--- src/rtl/uart_fifo_stat.sv ---
module uart_fifo_stat #(
  parameter int DEPTH = 16,
  parameter int W     = 8,
  parameter bit CH    = 1'b0
) (
  input  logic                         clk,
  input  logic                         rst_n,
  input  logic                         ctl_we,
  input  logic [3:0]                   ctl_wdata,
  input  logic                         fen_we,
  input  logic                         fen_wdata,
  input  logic                         rx_in_valid,
  input  logic [W-1:0]                 rx_in_byte,
  input  logic                         rxh_rd,
  output logic [W-1:0]                 rxh_data,
  input  logic                         txh_wr,
  input  logic [W-1:0]                 txh_wdata,
  output logic                         tx_out_valid,
  output logic [W-1:0]                 tx_out_byte,
  input  logic                         tx_take,
  output logic [2*$clog2(DEPTH)+1:0]   fifo_stat,
  output logic [2:0]                   trx_stat,
  output logic                         rx_irq,
  output logic                         tx_irq,
  output logic                         rx_dma_req,
  output logic                         tx_dma_req
);
  localparam int AW = $clog2(DEPTH);
  localparam int CW = AW + 1;

  logic          fen;
  logic [1:0]    rxm, txm;
  logic [W-1:0]  rmem [DEPTH];
  logic [W-1:0]  tmem [DEPTH];
  logic [AW-1:0] rwp, rrp, twp, trp;
  logic [CW-1:0] rcnt, tcnt;

  wire [CW-1:0] cap   = fen ? CW'(DEPTH) : CW'(1);
  wire          rpush = !fen_we && rx_in_valid && rxm != 2'b00 && rcnt < cap;
  wire          rpop  = !fen_we && rxh_rd && rcnt != '0;
  wire          tpush = !fen_we && txh_wr && tcnt < cap;
  wire          tpop  = !fen_we && tx_take && tx_out_valid;

  assign tx_out_valid = txm != 2'b00 && tcnt != '0;
  assign tx_out_byte  = tmem[trp];

  wire [AW-1:0] rfield = rcnt[AW] ? '1 : rcnt[AW-1:0];
  wire [AW-1:0] tfield = tcnt[AW] ? '1 : tcnt[AW-1:0];
  assign fifo_stat  = fen ? {tcnt[AW], rcnt[AW], tfield, rfield} : '0;
  assign trx_stat   = {tcnt == '0, tcnt == '0, rcnt != '0};
  assign rx_dma_req = rxm == {1'b1, CH} && rcnt != '0;
  assign tx_dma_req = txm == {1'b1, CH} && tcnt < cap;

  always_ff @(posedge clk) begin
    if (rpush) rmem[rwp] <= rx_in_byte;
    if (tpush) tmem[twp] <= txh_wdata;
  end

  always_ff @(posedge clk) begin
    if (!rst_n) begin
      fen <= 1'b0; rxm <= 2'b00; txm <= 2'b00;
      rwp <= '0; rrp <= '0; twp <= '0; trp <= '0;
      rcnt <= '0; tcnt <= '0;
      rxh_data <= '0; rx_irq <= 1'b0; tx_irq <= 1'b0;
    end else begin
      if (ctl_we) {txm, rxm} <= ctl_wdata;
      rx_irq <= rpush && rxm == 2'b01;
      tx_irq <= tpop && txm == 2'b01;
      if (rpop) rxh_data <= rmem[rrp];
      if (fen_we) begin
        fen <= fen_wdata;
        rwp <= '0; rrp <= '0; twp <= '0; trp <= '0;
        rcnt <= '0; tcnt <= '0;
      end else begin
        if (rpush) rwp <= rwp + 1'b1;
        if (rpop)  rrp <= rrp + 1'b1;
        if (tpush) twp <= twp + 1'b1;
        if (tpop)  trp <= trp + 1'b1;
        rcnt <= rcnt + CW'(rpush) - CW'(rpop);
        tcnt <= tcnt + CW'(tpush) - CW'(tpop);
      end
    end
  end


  no_overflow_chk: assert property (@(posedge clk) disable iff (!rst_n)
    rcnt <= cap && tcnt <= cap);

  single_hold_chk: assert property (@(posedge clk) disable iff (!rst_n)
    !fen |-> rcnt <= CW'(1) && tcnt <= CW'(1));

  tx_disabled_chk: assert property (@(posedge clk) disable iff (!rst_n)
    txm == 2'b00 |-> !tx_out_valid);

  rx_irq_cause_chk: assert property (@(posedge clk) disable iff (!rst_n)
    rx_irq |-> $past(rx_in_valid) && $past(rxm) == 2'b01);

  tx_irq_cause_chk: assert property (@(posedge clk) disable iff (!rst_n)
    tx_irq |-> $past(tx_take) && $past(txm) == 2'b01);
endmodule

--- config.mk ---
export PLATFORM = sky130hd
export DESIGN_NAME = uart_fifo_stat
export DESIGN_NICKNAME = d
export VERILOG_FILES = /design/src/rtl/uart_fifo_stat.sv
export SDC_FILE = /design/constraint.sdc
export NUM_CORES = 1
export LEC_CHECK = 0
export CAP_MARGIN = 20
export CORE_MARGIN = 5
export CORE_UTILIZATION = 35
export CTS_CLUSTER_SIZE = 28
export DETAILED_ROUTE_END_ITERATION = 7
export DONT_BUFFER_PORTS = 1
export HOLD_SLACK_MARGIN = 0.12
export PLACE_DENSITY_LB_ADDON = 0.25
export SYNTH_ARGS = -nofsm -noshare
export SYNTH_HDL_FRONTEND = slang
export SYNTH_SLANG_ARGS = --single-unit
export TNS_END_PERCENT = 20
--- constraint.sdc ---
create_clock -name clk -period 4.44 [get_ports clk]
set_clock_uncertainty 0.1 [all_clocks]
set_input_delay 0.222 -clock clk [delete_from_list [all_inputs] [get_ports clk]]
set_output_delay 0.222 -clock clk [all_outputs]
set_load 0.005 [all_outputs]
; Word level (Yosys, flattened, before mapping)
; Memories as Yosys holds them, arrays and structs flattened. A register that Yosys moved wholly into a read port is not among the register bits.
; Index checks and enable logic that the tools add are counted.
[word_totals]
register_bits = 33
mem_bits_rw = 256
wordCells = 60
mem_count = 2
[mem_list]
columns = memory, words, width, read_ports, rd_clocked_by_memory_dff, write_ports, line_no
row1 = rmem, 16, 8, 1, 1, 1, 33  ; logic [W-1:0] rmem [DEPTH];
row2 = tmem, 16, 8, 1, 1, 1, 34  ; logic [W-1:0] tmem [DEPTH];
[op_classes]
n_addsub = 8
order_cmp = 2
eq_ne = 4
n_mux = 10
n_bitwise = 1
reduce_logical = 22
[op_table]
columns = operator, n
row1 = $add 4x1->4 const B, 4
row2 = $mux 4, 4
row3 = $logic_and 1x1->1, 14
row4 = $add 5x1->5, 2
row5 = $lt 5x5->1, 2
row6 = $mux 10, 1
row7 = $reduce_bool 5->1, 2
row8 = $sub 5x1->5, 2
row9 = $logic_not 5->1, 1
row10 = $mux 5, 1
row11 = $eq 2x1->1 const B, 2
row12 = $eq 2x2->1 const B, 2
row13 = $mux 1, 4
row14 = $reduce_bool 2->1, 2
row15 = $logic_not 1->1, 2
row16 = $reduce_or 2->1, 1
row17 = $not 1->1, 1

; Longest topological paths before layout
; Gate-level depths: netlist of run 1.
[logic_depth]
word_depth = 6
depth_mapped = 16
ltp_nobuf = 14

; Worst setup path before layout of run 1
; OpenSTA, ideal clock, no wires.
[synth_path]
path_kind = register -> register
startpoint = reg fen
endpoint = reg rcnt[4]
setup_ps = 70
arrival_ps = 3118
slack_ps = 1152
stages_incl_launch_ff = 16
synth_period_minus_slack_ps = 3288
cell_sequence = dfxtp_1 -> clkinv_1 -> ha_1 -> nor2_1 -> o211ai_1 -> nor2_1 -> clkbuf_1 -> inv_1 -> ha_1 -> inv_1 -> ha_1 -> fa_1 -> nand2b_1 -> a21oi_1 -> or3_1 -> a21oi_1
[synth_between]
elab_chain_len = 5
[synth_rtl]
columns = element, line_no
row1 = "start, declared", 31  ; logic fen;
row2 = "start signal, assigned", 71  ; fen <= fen_wdata;
row3 = $mux 5, 38  ; wire [CW-1:0] cap = fen ? CW'(DEPTH) : CW'(1);
row4 = $lt 5x5->1, 39  ; wire rpush = !fen_we && rx_in_valid && rxm != 2'b00 && rcnt < cap;
row5 = $logic_and 1x1->1, 39
row6 = $add 5x1->5, 79  ; rcnt <= rcnt + CW'(rpush) - CW'(rpop);
row7 = $sub 5x1->5, 79
row8 = "end signal, assigned", 79
row9 = "end, declared", 36  ; logic [CW-1:0] rcnt, tcnt;
; No other way between the ends.
; A chain may end at the register's enable or synchronous reset.

; Final worst setup path of run 1
[layout_path]
startpoint = reg rcnt[2]
endpoint = reg rcnt[4]
[layout_between]
word_cells_on_any_way = 6
classes_between = 2 x add/sub / 1 x order compare / 3 x reduce/logical
[layout_rtl]
columns = element, line_no
row1 = $reduce_bool 5->1, --
row2 = net trx_stat[0], 22  ; output logic [2:0] trx_stat,
row3 = $logic_and 1x1->1, 40  ; wire rpop = !fen_we && rxh_rd && rcnt != '0;
row4 = net rpop, 40
row5 = $sub 5x1->5, 79
; The timed path passes the listed nets, and every way through them passes these cells.

==> impl_metrics.env, run 1 <==
export IMPL_synth_compound_area_share_pct=3.17
export IMPL_drt_iter0_markers=351
export IMPL_drive_gt1_share_pct=14.8
export IMPL_dp_cells=1108
export IMPL_port_buffers=0
export IMPL_ir_drop_mv=0.255
export IMPL_relSlewSlack_pct=31.6
export IMPL_p_leak_uw=0.00465
export IMPL_synth_edf_count=256
export IMPL_nets=777
export IMPL_syn_to_final_growth_pct=14.3
export IMPL_clockBufferDepth=3
export IMPL_ioPinCount=63
export IMPL_crit_type="register to register"
export IMPL_start_kind="register"
export IMPL_post_synth_top_area_cell="edfxtp_1"
export IMPL_wl_met1_mm=11.7
export IMPL_worst_pin_slew_ns=1.03
export IMPL_cts_buffers=34
export IMPL_finalCritPeriodShare_pct=80.8
export IMPL_cts_sinks=301
export IMPL_die_area_um2=39500
export IMPL_start_util_pct=35.2
export IMPL_worstPathMaxFanout=9
export IMPL_via_count=6126
export IMPL_syn_area_per_cell_um2=18.6
export IMPL_routed_top_layer="met4"
export IMPL_firstDrtPassIters=5
export IMPL_clk_pin_slew_ns=0.06
export IMPL_dieHeight_um=199
export IMPL_yosysUniqueCellTypes=48
export IMPL_slew_viol_final=0
export IMPL_hold_path_class="primary input to register"
export IMPL_routed_wl_met2_mm=12.8
export IMPL_dieWidth_um=199
export IMPL_wl_met3_mm=1.08
export IMPL_ys_ff_latch=301
export IMPL_cap_violations=0
export IMPL_endpoint_kind="register"
export IMPL_final_util_pct=40.3
export IMPL_synth_mux_area_share_pct=15.9
export IMPL_outcome="completed"
export IMPL_synth_area_top_cells="edfxtp_1, mux4_1, dfxtp_1"
export IMPL_routed_wl_mm=26.0
export IMPL_synth_top_family_by_area="multiplexers"
export IMPL_grt_pass1_vias=6402
export IMPL_gr_total_overflow=0
export IMPL_dp_hpwl_mm=16.7
export IMPL_antenna_found_initial=1
export IMPL_ys_seq_area_share_pct=68.9
export IMPL_place_area_um2=12900
export IMPL_setup_viol=0
export IMPL_viasPerCell=5.11
export IMPL_fmax_mhz=279
export IMPL_fin_area_um2=14300
export IMPL_htree_levels=2
export IMPL_rsz0062_at_grt="no"
export IMPL_clkLatencyLatePin_ns=0.50
export IMPL_timing_final_crit_period_ns=3.59
export IMPL_cellPowerDensity_nw_per_um2=416
export IMPL_synth_adder_area_share_pct=3.43
export IMPL_rows=69
export IMPL_yosys_warnings=0
export IMPL_antenna_left=0
export IMPL_grt_max_degree=33
export IMPL_finalHoldViolations=0
export IMPL_grt_first_pass_wirelength_mm=39.4
export IMPL_synth_main_ff_cell="edfxtp_1"
export IMPL_tns_ns=0
export IMPL_synth_simple_area_share_pct=5.70
export IMPL_cts_tree="done"
export IMPL_synth_xor_area_share_pct=0.632
export IMPL_worst_ep_required_time_ns=4.75
export IMPL_route_detailed_drc=0
export IMPL_core_um2=35400
export IMPL_groute_usage_overall_pct=13.1
export IMPL_ys_async_sr_fraction_pct=0
export IMPL_syn_cell_area_um2=12500
export IMPL_gp_congestion=0.730
export IMPL_yosys_area_top_type_share_pct=61.7
export IMPL_cts_root_buffer="clkbuf_16"
export IMPL_syn_nets=734
export IMPL_fin_cells=1200
export IMPL_post_drt_wl_per_cell_um=21.7
export IMPL_postSynthCellCount=672
export IMPL_arrival_ns=3.90
-- per-stage QoR --
stage          worst slack (ns)  hold slack [ns]  power (uW)
5_1_grt                   0.669            0.208        6140
2_1_floorplan              1.15            0.221        3330
4_1_cts                   0.858            0.155        5980
6_report                  0.851            0.162        5930
3_3_place_gp               1.03            0.222        3360
3_5_place_dp              0.885            0.222        3370
-- per-layer routing --
layer | track usage [%] | vias to the layer above
met4 | 3.17 | 0
li1 | - | 2805
met5 | 0 | -
met1 | 17.9 | 3168
met3 | 2.86 | 38
met2 | 21.7 | 115
-- registers in the layout (all words and copies together) (netlist names), named ones only --
register	count
rmem	128
tmem	128
rxh_data	8
rcnt	5
tcnt	5
rrp	4
rwp	4
trp	4
twp	4
rxm	2
txm	2
fen	1
rx_irq	1
tx_irq	1
-- cells in the mapped netlist, types with 11 or more instances --
cell      instances
nor2_1           24
clkbuf_1         14
and3_1           17
and2_1           21
dfxtp_1          45
mux4_2           37
inv_1            21
mux2i_1          23
a31o_2           11
a21oi_1          21
mux4_1           35
ha_1             31
edfxtp_1        256
-- worst paths after layout --
| check | start | endpoint | slack, ns | cells past startpoint |
|---|---|---|---|---|
| max | rcnt[2]$_SDFF_PP0_ | rcnt[4]$_SDFF_PP0_ | 0.85 | 14 |
| min | rxh_rd | rxh_data[7]$_SDFFE_PN0P_ | 0.16 | 3 |
| max reg2reg | rcnt[2]$_SDFF_PP0_ | rcnt[4]$_SDFF_PP0_ | 0.85 | 14 |
| min reg2reg | rxm[0]$_SDFFE_PN0P_ | rx_irq$_SDFF_PN0_ | 0.40 | 2 |
-- cell families (layout without fill, tap and decap cells) --
kind of cell               Yosys count  count (layout)
and+or+nand+nor                    118             118
DFF                                301             301
xor gates and xnor gates             9               9
AOI/OAI and AO/OA                   62              62
other                                0               1
muxes                               95              95
buffers and inverters               54             120
adders and majority gates           33              33
-- cell type report --
type                    count  area [um^2]
inverters                  22         82.6
clock inverters            16          129
fillers                  3189        21100
well taps                 461          577
flip-flops and latches    301         8590
diodes                      1         2.50
clock buffers              43          885
multi-input cells         317         3600
repair buffers             39          390
-- power by group --
group          switching, uW  internal [uW]
sequential              23.2           3090
clock                   1080           1480
combinational            151            108
-- worst max-delay path, cell delays in order (launching register included) --
cell and delay [ns]:
dfxtp_1 0.32, inv_1 0.15, ha_1 0.17, or4b_1 0.65, nand2_1 0.20, or2_2 0.25, inv_1 0.08, ha_1 0.27
inv_1 0.04, ha_1 0.20, fa_1 0.41, nand2b_1 0.10, a21oi_1 0.07, or3_1 0.31, a21oi_1 0.18
-- cells in the final DEF (no fill, tap or decap), types with 2 or more instances in the layout --
cell type,synthesis,layout
mux4_2,37,37
inv_6,0,3
a21oi_1,21,21
xnor2_1,3,3
o21a_1,4,4
dfxtp_1,45,44
buf_4,2,7
nand4b_2,2,2
o21ai_0,9,9
o22ai_1,8,8
fa_1,2,2
clkbuf_16,0,34
nor4b_1,3,3
nor4b_2,2,2
nor2b_1,10,10
mux4_1,35,35
dlygate4sd3_1,0,31
edfxtp_1,256,256
ha_1,31,31
nand4b_1,2,2
nand3_1,9,9
clkinv_2,0,5
nand2_1,8,8
and2_1,21,21
nand2b_1,7,7
o31ai_1,3,3
nor2_1,24,24
a31o_2,11,11
clkbuf_1,14,9
xor2_1,6,6
clkinv_1,1,5
and3_1,17,17
o21bai_1,2,2
or4_1,3,3
nor4_1,3,3
mux2i_1,23,23
inv_1,21,21
-- what timing repair did --
| item | in CTS | in global routing |
|---|---|---|
| hold buffers | 31 | 0 |
| hold endpoints to repair | 294 | 0 |
| gates resized for setup | 0 | 0 |
| buffers inserted | 0 | 0 |
Note: power is estimated with default switching activity, not from simulation.
==> run 2, diff against run 1 <==
- ABC_AREA: default -> 1
- clock period: 4.44 -> 3.3 ns (I/O delays scaled with it)
==> run 2 against run 1 <==
Compared with the run above:
- non-clock buffer count grew 37
- synthesized cell count grew 82%
- clock power grew 46%
- final area grew 5.9%
- setup slack lost 0.55 ns
- total power grew 40%
- critical path depth shrank 1
- sequential power grew 34%
- critical endpoint is now tcnt[4]$_SDFF_PP0_
==> impl_metrics.env, run 2 <==
export IMPL_syn_area_per_cell_um2=10.6
export IMPL_ys_ff_latch=301
export IMPL_ys_seq_area_share_pct=66.0
export IMPL_ys_async_sr_fraction_pct=0
export IMPL_post_drt_wl_per_cell_um=17.5
export IMPL_grt_max_degree=71
export IMPL_cts_sinks=301
export IMPL_place_area_um2=13600
export IMPL_postSynthCellCount=1223
export IMPL_grt_pass1_vias=8241
export IMPL_htree_levels=2
export IMPL_clk_pin_slew_ns=0.06
export IMPL_tns_ns=0
export IMPL_fmax_mhz=334
export IMPL_fin_cells=1775
export IMPL_cts_tree="done"
export IMPL_firstDrtPassIters=5
export IMPL_syn_cell_area_um2=13000
export IMPL_antenna_left=0
export IMPL_dp_hpwl_mm=19.4
export IMPL_top_regs="rmem: 128 flops, tmem: 128 flops, rxh_data: 8 flops"
export IMPL_crit_type="register to register"
export IMPL_cts_root_buffer="clkbuf_16"
export IMPL_rows=70
export IMPL_power_uw=8320
export IMPL_synth_main_ff_cell="edfxtp_1"
export IMPL_worst_ep_required_time_ns=3.65
export IMPL_outcome="completed"
export IMPL_gp_congestion=0.782
export IMPL_syn_nets=1285
export IMPL_clkLatencyLatePin_ns=0.53
export IMPL_slew_viol_final=0
export IMPL_busiest_layer="met2"
export IMPL_netlist_top_cells_count="edfxtp_1, nand2_1, inv_1, nor2_1, nand3_1"
export IMPL_finalCritPeriodShare_pct=90.7
export IMPL_finalHoldViolations=0
export IMPL_setup_viol=0
export IMPL_ir_drop_mv=0.505
export IMPL_grtUsageMet3_pct=3.32
export IMPL_post_synth_top_area_cell="edfxtp_1"
export IMPL_hold_path_class="primary input to register"
export IMPL_final_util_pct=41.2
export IMPL_yosys_warnings=0
export IMPL_start_kind="register"
export IMPL_routed_wl_mm=31.1
export IMPL_cellPowerDensity_nw_per_um2=551
export IMPL_synth_area_top_cells="edfxtp_1, dfxtp_1, nand2_1"
export IMPL_final_fill_count=3536
export IMPL_core_um2=36600
export IMPL_final_common_cell="edfxtp_1"
export IMPL_synth_edf_count=256
export IMPL_via_count=8547
export IMPL_p_leak_uw=0.00570
export IMPL_relSlewSlack_pct=42.8
export IMPL_viasPerCell=4.82
export IMPL_grtUsageMet1_pct=20.4
export IMPL_nets=1342
export IMPL_final_cell_mix="edfxtp_1, nand2_1, inv_1"
export IMPL_antenna_found_initial=1
export IMPL_groute_usage_overall_pct=15.0
export IMPL_fin_area_um2=15100
export IMPL_endpoint_kind="register"
export IMPL_use_met2_pct=24.4
export IMPL_ioPinCount=63
export IMPL_clockBufferDepth=3
export IMPL_die_area_um2=41100
export IMPL_grt_first_pass_wirelength_mm=47.9
export IMPL_start_util_pct=35.5
export IMPL_dp_cells=1673
export IMPL_yosysUniqueCellTypes=30
export IMPL_syn_to_final_growth_pct=16.1
export IMPL_worstPathMaxFanout=7
export IMPL_port_buffers=0
export IMPL_drt_iter0_markers=524
export IMPL_cap_violations=0
export IMPL_cts_buffers=35
export IMPL_worst_pin_slew_ns=0.855
export IMPL_dieWidth_um=203
export IMPL_rsz0062_at_grt="no"
export IMPL_timing_final_crit_period_ns=2.99
export IMPL_yosysMostFrequentCell="edfxtp_1"
export IMPL_antenna_cells=0
export IMPL_arrival_ns=3.35
export IMPL_dieHeight_um=203
export IMPL_yosys_area_top_type_share_pct=59.1
export IMPL_drive_gt1_share_pct=8.26
export IMPL_route_detailed_drc=0
export IMPL_gr_total_overflow=0
-- run 2: cell families after synthesis --
kind of cell,after synthesis,share of synthesized area [%]
AND/OR/NAND/NOR,460,14.8
flip-flops,301,66.0
buffers and inverters,230,7.44
adder cells (fa/ha/maj),33,3.29
XOR/XNOR,5,0.337
AO/OA/AOI/OAI,194,8.12
-- run 2: worst paths after layout --
kind | cells after the start | start | slack (ns) | end
worst max-delay path | 13 | fen$_SDFFE_PN0P_ | 0.31 | tcnt[4]$_SDFF_PP0_
worst min-delay path | 3 | ctl_we | 0.25 | txm[1]$_SDFFE_PN0P_
worst max register to register | 13 | fen$_SDFFE_PN0P_ | 0.31 | tcnt[4]$_SDFF_PP0_
worst min register to register | 1 | rxm[1]$_SDFFE_PN0P_ | 0.38 | rx_irq$_SDFF_PN0_
-- run 2: worst max-delay path, stage by stage (launching register included) --
cell and delay (ns):
dfxtp_1 0.39, inv_2 0.10, ha_1 0.34, a21oi_1 0.17, o21ai_1 0.10, nor2b_2 0.25, nand2_2 0.14, xor2_1 0.16
ha_1 0.20, inv_1 0.06, fa_1 0.41, o31ai_2 0.29, o21ai_0 0.11, a21oi_1 0.11
-- run 2: final cells by class --
| type | count | area, um^2 | area share [%] |
|---|---|---|---|
| multi-input combinational | 692 | 3460 | 22.9 |
| inverter | 174 | 653 | 4.33 |
| clock buffer | 44 | 952 | 6.31 |
| sequential | 301 | 8590 | 56.9 |
| tap | 468 | 586 | 3.88 |
| clock inverter | 20 | 174 | 1.15 |
| timing repair buffer | 76 | 681 | 4.51 |
-- run 2: per-layer routing --
layer  wire (um)  vias up
li1            -     4245
met1       14200     4075
met2       14600      177
met3        1610       48
met4         668        2
met5          11        -
-- run 2: what timing repair did --
item,in CTS,in global routing
setup buffers,0,4
gates resized for setup,0,2
hold buffers,34,0
setup endpoints to repair,0,1
hold endpoints to repair,301,0
-- run 2: power by group --
part           total (uW)  internal, uW  switching (uW)
Combinational         383           125             258
Clock                3750          2220            1530
Sequential           4180          4160            24.3
Total                8320          6510            1810
-- run 2: per-stage QoR --
| step | hold slack (ns) | setup slack [ns] |
|---|---|---|
| 4_1_cts | 0.234 | 0.241 |
| 2_1_floorplan | 0.164 | 0.416 |
| 5_1_grt | 0.256 | 0.0115 |
| 3_3_place_gp | 0.165 | 0.339 |
| 6_report | 0.247 | 0.305 |
| 3_5_place_dp | 0.165 | 0.279 |
